$ cat src/rtl/xbus_pkg.sv
package xbus_pkg;

  typedef enum logic [2:0] {
    ST_IDLE,
    ST_LATCH,
    ST_SETUP,
    ST_STROBE,
    ST_HOLD
  } xb_state_e;

  // True when nxt is the word right after prev and prev's low field
  // is not at its top value (so no wrap into the latched upper bits).
  function automatic logic burst_follows(input logic [31:0] prev,
                                         input logic [31:0] nxt,
                                         input int          low_w);
    logic [31:0] mask;
    mask = (32'd1 << low_w) - 32'd1;
    return (nxt == prev + 32'd1) && ((prev & mask) != mask);
  endfunction

endpackage

$ cat src/rtl/xbus_addr_latch.sv
module xbus_addr_latch #(
  parameter int AW    = 19,
  parameter int LOW_W = 3
) (
  input  logic          clk,
  input  logic          rst_n,
  input  logic          ld_full,
  input  logic          ld_low,
  input  logic [AW-1:0] addr_in,
  output logic [AW-1:0] addr_q
);
  always_ff @(posedge clk or negedge rst_n) begin
    if (!rst_n)
      addr_q <= '0;
    else if (ld_full)
      addr_q <= addr_in;
    else if (ld_low)
      addr_q[LOW_W-1:0] <= addr_in[LOW_W-1:0];
  end
endmodule

$ cat src/rtl/xbus_timer.sv
module xbus_timer #(
  parameter int CW = 3
) (
  input  logic          clk,
  input  logic          rst_n,
  input  logic          load,
  input  logic [CW-1:0] load_val,
  output logic          zero
);
  logic [CW-1:0] cnt;

  always_ff @(posedge clk or negedge rst_n) begin
    if (!rst_n)
      cnt <= '0;
    else if (load)
      cnt <= load_val;
    else if (cnt != '0)
      cnt <= cnt - 1'b1;
  end

  assign zero = (cnt == '0);
endmodule

$ cat src/rtl/xbus_strobe_gen.sv
module xbus_strobe_gen
  import xbus_pkg::*;
(
  input  xb_state_e  st,
  input  logic       code,
  input  logic       write,
  input  logic [1:0] be,
  output logic       ale,
  output logic       dm_cs_n,
  output logic       pm_cs_n,
  output logic       rd_n,
  output logic       wrh_n,
  output logic       wrl_n,
  output logic       doe
);
  logic in_strobe, in_window;

  assign in_strobe = (st == ST_STROBE);
  assign in_window = (st == ST_SETUP) || in_strobe || (st == ST_HOLD);

  assign ale     = (st == ST_LATCH);
  assign dm_cs_n = !(!code && in_window);
  assign pm_cs_n = !(code && in_strobe);
  assign rd_n    = !(!code && !write && in_strobe);
  assign wrh_n   = !(write && be[1] && in_strobe);
  assign wrl_n   = !(write && be[0] && in_strobe);
  assign doe     = write && in_window;
endmodule

$ cat src/rtl/xbus_ctrl.sv
module xbus_ctrl
  import xbus_pkg::*;
#(
  parameter int AW         = 19,
  parameter int DW         = 16,
  parameter int CW         = 3,
  parameter int LOW_W      = 3,
  parameter int RST_SETUP  = 1,
  parameter int RST_STROBE = 1,
  parameter int RST_HOLD   = 1
) (
  input  logic            clk,
  input  logic            rst_n,
  input  logic            cfg_we,
  input  logic [3*CW-1:0] cfg_wdata,
  input  logic            req_valid,
  output logic            req_ready,
  input  logic            req_code,
  input  logic            req_write,
  input  logic [1:0]      req_be,
  input  logic [AW-1:0]   req_addr,
  input  logic [DW-1:0]   req_wdata,
  output logic            resp_valid,
  output logic [DW-1:0]   resp_rdata,
  output logic [AW-1:0]   ext_addr,
  output logic [DW-1:0]   ext_dout,
  output logic            ext_doe,
  input  logic [DW-1:0]   ext_din,
  output logic            dm_cs_n,
  output logic            pm_cs_n,
  output logic            rd_n,
  output logic            wrh_n,
  output logic            wrl_n,
  output logic            ale
);
  localparam int CFG_W = 3 * CW;
  localparam logic [CFG_W-1:0] CFG_RST =
    {CW'(RST_HOLD), CW'(RST_STROBE), CW'(RST_SETUP)};

  xb_state_e        state, nxt_state;
  logic [CFG_W-1:0] cfg_q, tm_q;
  logic             cur_code, cur_write;
  logic [1:0]       cur_be;
  logic [DW-1:0]    cur_wdata;
  logic [AW-1:0]    addr_q;
  logic             t_load, t_zero;
  logic [CW-1:0]    t_val;

  // Named internal events
  logic idle, strobe_last, seq_ok, burst_take_ok, accept, new_cycle, burst_go;
  logic [CW-1:0] tm_setup, tm_strb, tm_hold, cfg_strb;

  assign tm_setup = tm_q[CW-1:0];
  assign tm_strb  = tm_q[2*CW-1:CW];
  assign tm_hold  = tm_q[3*CW-1:2*CW];
  assign cfg_strb = cfg_q[2*CW-1:CW];

  assign idle          = (state == ST_IDLE);
  assign strobe_last   = (state == ST_STROBE) && t_zero;
  assign seq_ok        = burst_follows(32'(addr_q), 32'(req_addr), LOW_W);
  assign burst_take_ok = strobe_last && cur_code && req_code && seq_ok;
  assign req_ready     = idle || burst_take_ok;
  assign accept        = req_valid && req_ready;
  assign new_cycle     = accept && idle;
  assign burst_go      = accept && !idle;

  always_ff @(posedge clk or negedge rst_n) begin
    if (!rst_n)      cfg_q <= CFG_RST;
    else if (cfg_we) cfg_q <= cfg_wdata;
  end

  always_ff @(posedge clk or negedge rst_n) begin
    if (!rst_n) begin
      tm_q      <= CFG_RST;
      cur_code  <= 1'b0;
      cur_write <= 1'b0;
      cur_be    <= 2'b00;
      cur_wdata <= '0;
    end else if (accept) begin
      tm_q      <= cfg_q;
      cur_code  <= req_code;
      cur_write <= req_write && !req_code;
      cur_be    <= req_be;
      cur_wdata <= req_wdata;
    end
  end

  xbus_addr_latch #(.AW(AW), .LOW_W(LOW_W)) u_latch (
    .clk(clk), .rst_n(rst_n), .ld_full(new_cycle), .ld_low(burst_go),
    .addr_in(req_addr), .addr_q(addr_q)
  );

  xbus_timer #(.CW(CW)) u_timer (
    .clk(clk), .rst_n(rst_n), .load(t_load), .load_val(t_val), .zero(t_zero)
  );

  always_comb begin
    nxt_state = state;
    t_load    = 1'b0;
    t_val     = '0;
    unique case (state)
      ST_IDLE: if (new_cycle) nxt_state = ST_LATCH;
      ST_LATCH: begin
        t_load = 1'b1;
        if (tm_setup != '0) begin
          nxt_state = ST_SETUP;
          t_val     = tm_setup - 1'b1;
        end else begin
          nxt_state = ST_STROBE;
          t_val     = tm_strb;
        end
      end
      ST_SETUP: if (t_zero) begin
        nxt_state = ST_STROBE;
        t_load    = 1'b1;
        t_val     = tm_strb;
      end
      ST_STROBE: if (t_zero) begin
        if (burst_go) begin
          t_load = 1'b1;
          t_val  = cfg_strb;
        end else if (tm_hold != '0) begin
          nxt_state = ST_HOLD;
          t_load    = 1'b1;
          t_val     = tm_hold - 1'b1;
        end else begin
          nxt_state = ST_IDLE;
        end
      end
      ST_HOLD: if (t_zero) nxt_state = ST_IDLE;
      default: nxt_state = ST_IDLE;
    endcase
  end

  always_ff @(posedge clk or negedge rst_n) begin
    if (!rst_n) state <= ST_IDLE;
    else        state <= nxt_state;
  end

  always_ff @(posedge clk or negedge rst_n) begin
    if (!rst_n) begin
      resp_valid <= 1'b0;
      resp_rdata <= '0;
    end else begin
      resp_valid <= strobe_last;
      if (strobe_last && !cur_write) resp_rdata <= ext_din;
    end
  end

  xbus_strobe_gen u_strb (
    .st(state), .code(cur_code), .write(cur_write), .be(cur_be),
    .ale(ale), .dm_cs_n(dm_cs_n), .pm_cs_n(pm_cs_n), .rd_n(rd_n),
    .wrh_n(wrh_n), .wrl_n(wrl_n), .doe(ext_doe)
  );

  assign ext_addr = addr_q;
  assign ext_dout = cur_wdata;


  ale_quiet_chk: assert property (@(posedge clk) disable iff (!rst_n)
    ale |-> (rd_n && pm_cs_n && wrh_n && wrl_n && dm_cs_n));

  cs_exclusive_chk: assert property (@(posedge clk) disable iff (!rst_n)
    !pm_cs_n |-> dm_cs_n);

  rd_in_select_chk: assert property (@(posedge clk) disable iff (!rst_n)
    !rd_n |-> !dm_cs_n);

  wr_drive_chk: assert property (@(posedge clk) disable iff (!rst_n)
    (!wrh_n || !wrl_n) |-> (ext_doe && !dm_cs_n));

  burst_upper_chk: assert property (@(posedge clk) disable iff (!rst_n)
    (!pm_cs_n && $past(!pm_cs_n)) |->
      (ext_addr[AW-1:LOW_W] == $past(ext_addr[AW-1:LOW_W])));

  burst_no_wrap_chk: assert property (@(posedge clk) disable iff (!rst_n)
    (!pm_cs_n && $past(!pm_cs_n) && ext_addr != $past(ext_addr)) |->
      ($past(ext_addr[LOW_W-1:0]) != '1));

  ready_when_chk: assert property (@(posedge clk) disable iff (!rst_n)
    (req_ready && !idle) |-> (!pm_cs_n && t_zero));

  resp_origin_chk: assert property (@(posedge clk) disable iff (!rst_n)
    resp_valid |-> $past(strobe_last));
endmodule

$ cat config.mk
export PLATFORM = sky130hd
export DESIGN_NAME = xbus_ctrl
export DESIGN_NICKNAME = d
export VERILOG_FILES = /design/src/rtl/xbus_pkg.sv /design/src/rtl/xbus_addr_latch.sv /design/src/rtl/xbus_timer.sv /design/src/rtl/xbus_strobe_gen.sv /design/src/rtl/xbus_ctrl.sv
export SDC_FILE = /design/constraint.sdc
export NUM_CORES = 1
export LEC_CHECK = 0
export BUFFER_PORTS_ARGS = -buffer_cell sky130_fd_sc_hd__buf_2
export CORE_MARGIN = 2
export CORE_UTILIZATION = 47
export DETAILED_ROUTE_END_ITERATION = 16
export PLACE_DENSITY = 0.8
export SETUP_SLACK_MARGIN = 0.15
export SYNTH_ARGS = -nofsm -noshare
export SYNTH_HDL_FRONTEND = slang
export SYNTH_SLANG_ARGS = --single-unit
export TNS_END_PERCENT = 100
$ cat constraint.sdc
create_clock -name clk -period 2.9 [get_ports clk]
set_input_delay 0.58 -clock clk [delete_from_list [all_inputs] [get_ports clk]]
set_output_delay 0.58 -clock clk [all_outputs]
set_load 0.1 [all_outputs]
==> flow_summary.ini, run 1 <==
[global_routing]
grt_max_degree = 44
grt_pass1_wl_um = 16300
grt-ovfl-total = 0
grt_pass1_vias = 3465
antenna_found_initial = 0
grtUsageTotal = 0.205

[cts]
root_buffer = clkbuf_8
cts.sinks = 80
cts_buffer_depth = 2
tritoncts = built
hold_buffers = 0
clock_latency_ns = 0.35
cts_buffers = 9
h-tree-depth = 3
clk_pin_slew_worst_paths_ns = 0.09

[logic_synthesis]
synth_top_family_by_area = multiplexers
synthCells = 355
synthesis.area_sq_um = 4310
syn-num-nets = 429
ys_seq_area_frac = 0.466
synth_top_area_cell = dfrtp_1
syn_avg_cell_area_sq_um = 12.1
synthTopCellsByArea = dfrtp_1 43%, mux2_4 11%, mux2_2 11%, dfstp_2 3.7%, xnor2_1 3.2%
synth_top_area_share = 0.429
synth-edff-count = 0
synth-compound-area-share = 0.0641
synth-xor-area-share = 0.0508
yosys_warnings = 0
synth.ff_latch_count = 80
synth_fa_ha_area_frac = 0.0174
synth_top_flop_cell = dfrtp_1
async_flop_share = 1.00
synthMuxAreaShare = 0.227
synth_cell_types = 57
synthSimpleGateAreaFrac = 0.141

[drt]
wl_met3_um = 523
wl_met1_um = 4260
vias = 3371
drcViolationCount = 0
dr_wl_met2_um = 5060
drtAntennaViolNets = 0
wl_per_cell_um = 16.1
drt-vias-per-instance = 5.43
routed.top_layer = met4
drt_iter0_drc = 119
drt_pass1_iterations = 4
wl_um = 9970

[timing]
setup_slack_ns = -0.275
final_hold_viol_count = 0
post-route-period-util = 1.09
maxSlewViolCount = 0
fmax_ghz = 0.315
slew_headroom = 0.576
finalSetupViolCount = 2
rsz0062_at_grt = true
worst_pin_slew_ns = 0.631
fin_crit_ns = 3.18
fin_skew_ns = 0.00920

[place]
numPortBuffers = 127
post-dp-hpwl_um = 7510
gp_congestion = 0.871
placed_area_sq_um = 5280

[critical_path]
crit_arrival_ns = 2.60
startpoint_type = register
path_buf_inv = 4
crit_slowest_cell = dfrtp_4
path_cells = ha_4, buf_4, inv_2, or3_4, buf_4, o2111ai_2, a31oi_1, nor2_1, nor2_1, a21o_4, buf_12
critPathKind = reg -> out
cpLargestDelayFamily = simple AND/OR/NAND/NOR gates
cp_max_fo = 6
crit_path_end_kind = output pin
required_ns = 2.32
cpPeakStageDelay_ns = 0.44

[floorplanning]
die_w_um = 99.8
rows = 34
fp.dieH_um = 99.8
die-area_sq_um = 9960
ioPinCount = 128
start_util = 0.490
core-area_sq_um = 8810

[run_status]
status = finished with violations
violations = negative setup slack

[cells_and_area]
seq_area_sq_um = 2050
diodes = 0
final_cell_area_sq_um = 5620
final_nets = 582
layout_common_cells = 125 x buf_2, 58 x dfrtp_1, 39 x mux2_2
drive_gt1_frac = 0.563
multi_input_area_sq_um = 2270
nFillCells = 718
syn_to_final_growth_pct = 30.4
fin_util = 0.639
final_common_cell = buf_2

[hold_path]
min_path_type = in -> async

[job]
maxCapViolCount = 0
==> flip-flops by register name, summed over array words and instances, names as in the netlist <==
| signal | count |
|---|---|
| cur_be | 2 |
| tm_q | 9 |
| cur_write | 1 |
| u_latch.addr_q | 19 |
| u_timer.cnt | 3 |
| cur_code | 1 |
| state | 3 |
| cfg_q | 9 |
| resp_valid | 1 |
| resp_rdata | 16 |
| ext_dout | 16 |
==> metal layers <==
metal | global-route usage | up-vias
met5 | 0 | -
met4 | 0.0674 | 0
met3 | 0.0369 | 13
met2 | 0.346 | 109
met1 | 0.268 | 1659
li1 | - | 1590
==> final cells by class <==
cell class / instances / share of cell area
repair buffers: 155 / 0.168
clock inverters: 7 / 0.00957
multi-input cells: 251 / 0.404
flip-flops and latches: 80 / 0.365
clock buffers: 9 / 0.0220
inverters: 11 / 0.00734
well taps: 108 / 0.0240
==> repair_timing <==
action	4_1_cts	5_1_grt
buffers inserted	2	0
setup endpoints to repair	39	39
gates cloned	1	0
gates resized for setup	17	8
pin swaps	7	3
==> metrics by stage <==
stage / hold slack [ns] / instances / setup WS (ns) / setup TNS [ns]
after detailed placement: 0.492 / 602 / -0.113 / -2.73
after CTS: 0.226 / 621 / -0.280 / -0.724
after global placement: 0.486 / 602 / -0.0381 / -0.513
after floorplan: 0.284 / 355 / -0.0378 / -0.958
final: 0.212 / 621 / -0.275 / -0.315
after global routing: 0.246 / 621 / -0.337 / -3.03
==> synthesized netlist by cell type (all sizes together), types with 3 or more instances <==
cell / count
xnor2: 16
o221ai: 3
dfrtp: 74
a211oi: 3
xor2: 9
nand2: 23
o21ai: 8
nand3: 12
nor4: 9
mux2i: 5
mux2: 72
clkbuf: 7
inv: 11
o211ai: 3
buf: 6
ha: 6
a21oi: 3
nor2: 17
and2: 4
or3: 4
nand4: 6
nand2b: 6
dfstp: 6
nor2b: 7
nor4b: 3
nor3: 6
==> worst paths after layout <==
path / start / end / slack [ns] / cells past startpoint
max: u_latch.addr_q[1]$_DFFE_PN0P_ / req_ready / -0.28 / 11
min: rst_n / u_latch.addr_q[18]$_DFFE_PN0P_ / 0.21 / 1
max reg2reg: u_latch.addr_q[0]$_DFFE_PN0P_ / state[0]$_DFFE_PN0P_ / -0.04 / 11
min reg2reg: resp_rdata[11]$_DFFE_PN0P_ / resp_rdata[11]$_DFFE_PN0P_ / 0.51 / 1
max in group asynchronous: rst_n / tm_q[0]$_DFFE_PN1N_ / 1.95 / 2
min in group clk: ext_din[2] / resp_rdata[2]$_DFFE_PN0P_ / 0.45 / 2
==> kinds of logic after synthesis <==
family          Yosys count
simple gates            108
flops                    80
mux                      77
compound gates           35
xor+xnor                 25
buf+inv                  24
fa+ha+maj                 6
Power of run 1 is not shown: default switching activity piles up to over one toggle a cycle in this logic, so the estimate is an artifact.
==> run 2, diff against run 1 <==
ABC_AREA = 1   (was unset)
==> flow_summary.ini, run 2 <==
[timing]
finalSetupViolCount = 1
setup_slack_ns = -0.0488
worst_pin_slew_ns = 0.807
slew_headroom = 0.461
fin_tns_setup_ns = -0.0488
maxSlewViolCount = 0
fmax_ghz = 0.339
rsz0062_at_grt = true
post-route-period-util = 1.02
fin_skew_ns = 0.0149
final_hold_viol_count = 0
fin_crit_ns = 2.95

[critical_path]
cp_max_fo = 4
rr_worst_depth = 21
crit_arrival_ns = 2.37
path_buf_inv = 3
crit_slowest_cell = dfrtp_4
cpPeakStageDelay_ns = 0.44
required_ns = 2.32
critPathKind = reg -> out
crit_path_end_kind = output pin
path_cells = ha_4, buf_4, nand2_2, nor2_4, buf_6, nand3_2, nor2_1, xor2_1, nand2_1, nor2_2, nand2_2, nand2_8, buf_12
startpoint_type = register
path_common_cell = nand2_2
cpLargestDelayFamily = simple AND/OR/NAND/NOR gates
r2r-start = u_latch.addr_q[0]$_DFFE_PN0P_
r2r_setup_slack_ns = 0.09
worstReg2RegEnd = u_timer.cnt[2]$_DFFE_PN0P_

[global_routing]
grt_use_met1 = 0.265
grtUsageTotal = 0.208
grt_pass1_vias = 3693
antenna_found_initial = 0
grt_max_degree = 46
grt-busiest-layer = met2
met3_usage = 0.0408
met2_usage = 0.360
grt_pass1_wl_um = 16700
grt-ovfl-total = 0

[place]
dp_cells = 702
numPortBuffers = 127
placed_area_sq_um = 5050
post-dp-hpwl_um = 7400
gp_congestion = 0.892

[cells_and_area]
drive_gt1_frac = 0.428
final_cell_area_sq_um = 5580
final_nets = 695
syn_to_final_growth_pct = 31.2
largest_reg_flops = 19
finalNonFillerCells = 734
diodes = 0
largest-register = u_latch.addr_q
final_common_cell = buf_2
layout_common_cells = 125 x buf_2, 113 x nand2_1, 61 x dfrtp_1

[logic_synthesis]
synthCells = 473
syn-num-nets = 547
synth_cell_types = 32
synth.most_common_cell = nand2_1
ys_seq_area_frac = 0.473
synth_top_flop_cell = dfrtp_1
syn_avg_cell_area_sq_um = 8.99
yosys_warnings = 0
synth_top_area_share = 0.436
yosys-top-cells-count = 121 x nand2_1, 74 x dfrtp_1, 55 x inv_1
async_flop_share = 1.00
synthTopCellsByArea = dfrtp_1 44%, nand2_1 11%, mux2_2 7.4%, mux2_4 5.3%, inv_1 4.9%
synth.ff_latch_count = 80
synthesis.area_sq_um = 4250
synth-edff-count = 0
synth_top_area_cell = dfrtp_1

[hold_path]
min_path_type = in -> async

[drt]
wl_um = 10800
wl_per_cell_um = 14.7
drcViolationCount = 0
drt_iter0_drc = 150
drt_pass1_iterations = 4
drt-vias-per-instance = 5.15
drtAntennaViolNets = 0
vias = 3781

[floorplanning]
die_w_um = 99.1
fp.dieH_um = 99.1
die-area_sq_um = 9820
rows = 34
core-area_sq_um = 8760
ioPinCount = 128
start_util = 0.485

[cts]
h-tree-depth = 3
clock_latency_ns = 0.35
clk_pin_slew_worst_paths_ns = 0.09
tritoncts = built
cts.sinks = 80
hold_buffers = 0
cts_buffer_depth = 2
root_buffer = clkbuf_8
cts_buffers = 9

[run_status]
status = finished with violations
violations = negative setup slack

[job]
maxCapViolCount = 0
## run 2: changes by cell type after synthesis, sizes merged, moves of 8 or more
cell	before	now
mux2	72	43
o21ai	8	38
nand2	23	131
nand3	12	20
nor2	17	45
nor4	9	0
inv	11	57
xnor2	16	8
## run 2: final cells by class
type,count,area [sq um]
Sequential cell,80,2030
Inverter,57,214
Clock inverter,7,76.3
Multi-Input combinational cell,332,2200
Fill cell,703,3180
Tap cell,108,135
Timing Repair Buffer,141,798
Clock buffer,9,124
## run 2: metal layers
layer  up-vias  share of wire
li1       1822              -
met1      1813           0.42
met2       122           0.51
met3        24          0.049
met4         0          0.020
met5         -              0
## run 2: logic make-up after synthesis
group | Yosys count | synth area share
flip-flops | 80 | 0.473
AND/OR/NAND/NOR | 212 | 0.224
adder cells (fa/ha/maj) | 6 | 0.0177
AO/OA/AOI/OAI | 51 | 0.0659
buffers and inverters | 66 | 0.0618
XOR/XNOR | 15 | 0.0309
multiplexers | 43 | 0.127
## run 2: how the worst max path moves through the flow
stage                                   from                       end  slack [ns]  cells after the start
6_report       u_latch.addr_q[0]$_DFFE_PN0P_                 req_ready       -0.05                     13
4_1_cts        u_latch.addr_q[1]$_DFFE_PN0P_                 req_ready       -0.04                     15
3_5_place_dp   u_latch.addr_q[0]$_DFFE_PN0P_  ext_dout[11]$_DFFE_PN0N_        0.16                     15
2_1_floorplan  u_latch.addr_q[0]$_DFFE_PN0P_  ext_dout[10]$_DFFE_PN0N_        0.16                     17
5_1_grt        u_latch.addr_q[0]$_DFFE_PN0P_                 req_ready       -0.19                     15
3_3_place_gp   u_latch.addr_q[0]$_DFFE_PN0P_  ext_dout[13]$_DFFE_PN0N_        0.26                     16
## run 2: through the flow
step | setup WS [ns] | hold slack [ns] | util
6_report | -0.0488 | 0.211 | 0.637
3_3_place_gp | 0.255 | 0.469 | 0.576
5_1_grt | -0.187 | 0.243 | 0.637
2_1_floorplan | 0.164 | 0.284 | -
4_1_cts | -0.0449 | 0.233 | 0.606
3_5_place_dp | 0.158 | 0.475 | 0.576
## run 2: what timing repair did
action / 4_1_cts / 5_1_grt
endpoints found under the setup margin: 21 / 38
resized for setup: 6 / 41
buffers inserted: 4 / 7
cloned: 0 / 5
pin swaps: 10 / 16
Power of run 2 is left out for the same reason.
==> run 3, diff against run 2 <==
PLACE_DENSITY = 0.75   (was 0.8)
SKIP_LAST_GASP = 1   (was unset)
==> flow_summary.ini, run 3 (synthesis results as in run 2) <==
[critical_path]
path_buf_inv = 2
required_ns = 2.32
cp_max_fo = 2
cpLargestDelayFamily = simple AND/OR/NAND/NOR gates
path_cells = ha_4, ha_4, inv_2, nand2_1, nand2_1, nor2_1, nand2_1, nor2_1, nand2_1, nor2_1, nand2_1, nor2_2, nand2_2, nand2_8, buf_12
path_common_cell = nand2_1
crit_path_end_kind = output pin
crit_arrival_ns = 2.29
critPathKind = reg -> out
crit_slowest_cell = dfrtp_4
cpPeakStageDelay_ns = 0.50
startpoint_type = register

[place]
numPortBuffers = 127
post-dp-hpwl_um = 7370
dp_cells = 702
gp_congestion = 0.869

[drt]
drcViolationCount = 0
vias = 3590
drt_pass1_iterations = 4
drt-vias-per-instance = 4.96
drtAntennaViolNets = 0
drt_iter0_drc = 113
wl_um = 9950
wl_per_cell_um = 13.7

[hold_path]
min_path_type = in -> async

[global_routing]
grt_pass1_wl_um = 16200
grt-ovfl-total = 0
antenna_found_initial = 0
grtUsageTotal = 0.204
grt_max_degree = 45
grt_pass1_vias = 3588

[cts]
h-tree-depth = 3
clock_latency_ns = 0.36
tritoncts = built
hold_buffers = 0
clk_pin_slew_worst_paths_ns = 0.09
root_buffer = clkbuf_8
cts_buffers = 9
cts.sinks = 80
cts_buffer_depth = 2

[cells_and_area]
largest_reg_flops = 19
drive_gt1_frac = 0.393
nFillCells = 766
largest-register = u_latch.addr_q
diodes = 0
fin_util = 0.614
final_common_cell = buf_2
layout_common_cells = 125 x buf_2, 121 x nand2_1, 61 x dfrtp_1
syn_to_final_growth_pct = 26.6
finalNonFillerCells = 724
final_nets = 685

[timing]
maxSlewViolCount = 0
slew_headroom = 0.474
fin_crit_ns = 2.87
rsz0062_at_grt = true
fmax_ghz = 0.348
worst_pin_slew_ns = 0.786
post-route-period-util = 0.990
final_hold_viol_count = 0
fin_skew_ns = 0.0155
finalSetupViolCount = 0

[floorplanning]
fp.dieH_um = 99.1
die-area_sq_um = 9820
die_w_um = 99.1
rows = 34
ioPinCount = 128
core-area_sq_um = 8760
start_util = 0.485

[job]
maxCapViolCount = 0

[run_status]
status = finished, final reports clean
## run 3: cell count changes in the layout (fill, tap and decap cells not counted), sizes merged, moves of 2 or more
cell	before	now
nand2	136	133
buf	141	134
inv	60	57
clkbuf	9	11
## run 3: metal layers
layer | track usage | up-vias | wire, um
li1 | - | 1795 | -
met1 | 0.254 | 1671 | 4250
met2 | 0.349 | 111 | 4990
met3 | 0.0548 | 13 | 583
met4 | 0.0611 | 0 | 129
met5 | 0 | - | 0
## run 3: layout make-up
| class | instances | area [sq um] | share of cell area |
|---|---|---|---|
| Tap cell | 108 | 135 | 0.0251 |
| Multi-Input combinational cell | 329 | 2070 | 0.385 |
| Clock buffer | 11 | 131 | 0.0244 |
| Inverter | 57 | 214 | 0.0397 |
| Clock inverter | 5 | 81.3 | 0.0151 |
| Timing Repair Buffer | 134 | 718 | 0.133 |
| Sequential cell | 80 | 2030 | 0.377 |
## run 3: path summary, 6_finish.rpt
check / end / slack (ns) / startpoint / depth (start not counted)
max: req_ready / 0.03 / u_latch.addr_q[1]$_DFFE_PN0P_ / 15
min: u_latch.addr_q[9]$_DFFE_PN0P_ / 0.21 / rst_n / 1
max reg2reg: u_timer.cnt[1]$_DFFE_PN0P_ / 0.20 / u_latch.addr_q[1]$_DFFE_PN0P_ / 22
min reg2reg: u_timer.cnt[1]$_DFFE_PN0P_ / 0.49 / u_timer.cnt[1]$_DFFE_PN0P_ / 2
max in group asynchronous: tm_q[3]$_DFFE_PN1N_ / 2.02 / rst_n / 2
min in group clk: cfg_q[7]$_DFFE_PN0P_ / 0.42 / cfg_wdata[7] / 3
## run 3: repair_timing
action	CTS	global route
setup endpoints to repair	18	28
pin swaps	9	5
buffers inserted	4	0
resized for setup	5	4
cloned	0	2
## run 3: per-stage QoR
stage	setup TNS [ns]	area (sq um)	setup slack [ns]	hold slack, ns
2_1_floorplan	0	4290	0.164	0.284
3_3_place_gp	0	5060	0.244	0.469
3_5_place_dp	0	5060	0.156	0.466
4_1_cts	-0.0254	5340	-0.0254	0.219
5_1_grt	-0.145	5380	-0.145	0.239
6_report	0	5380	0.0284	0.206
Power of run 3 is left out for the same reason.
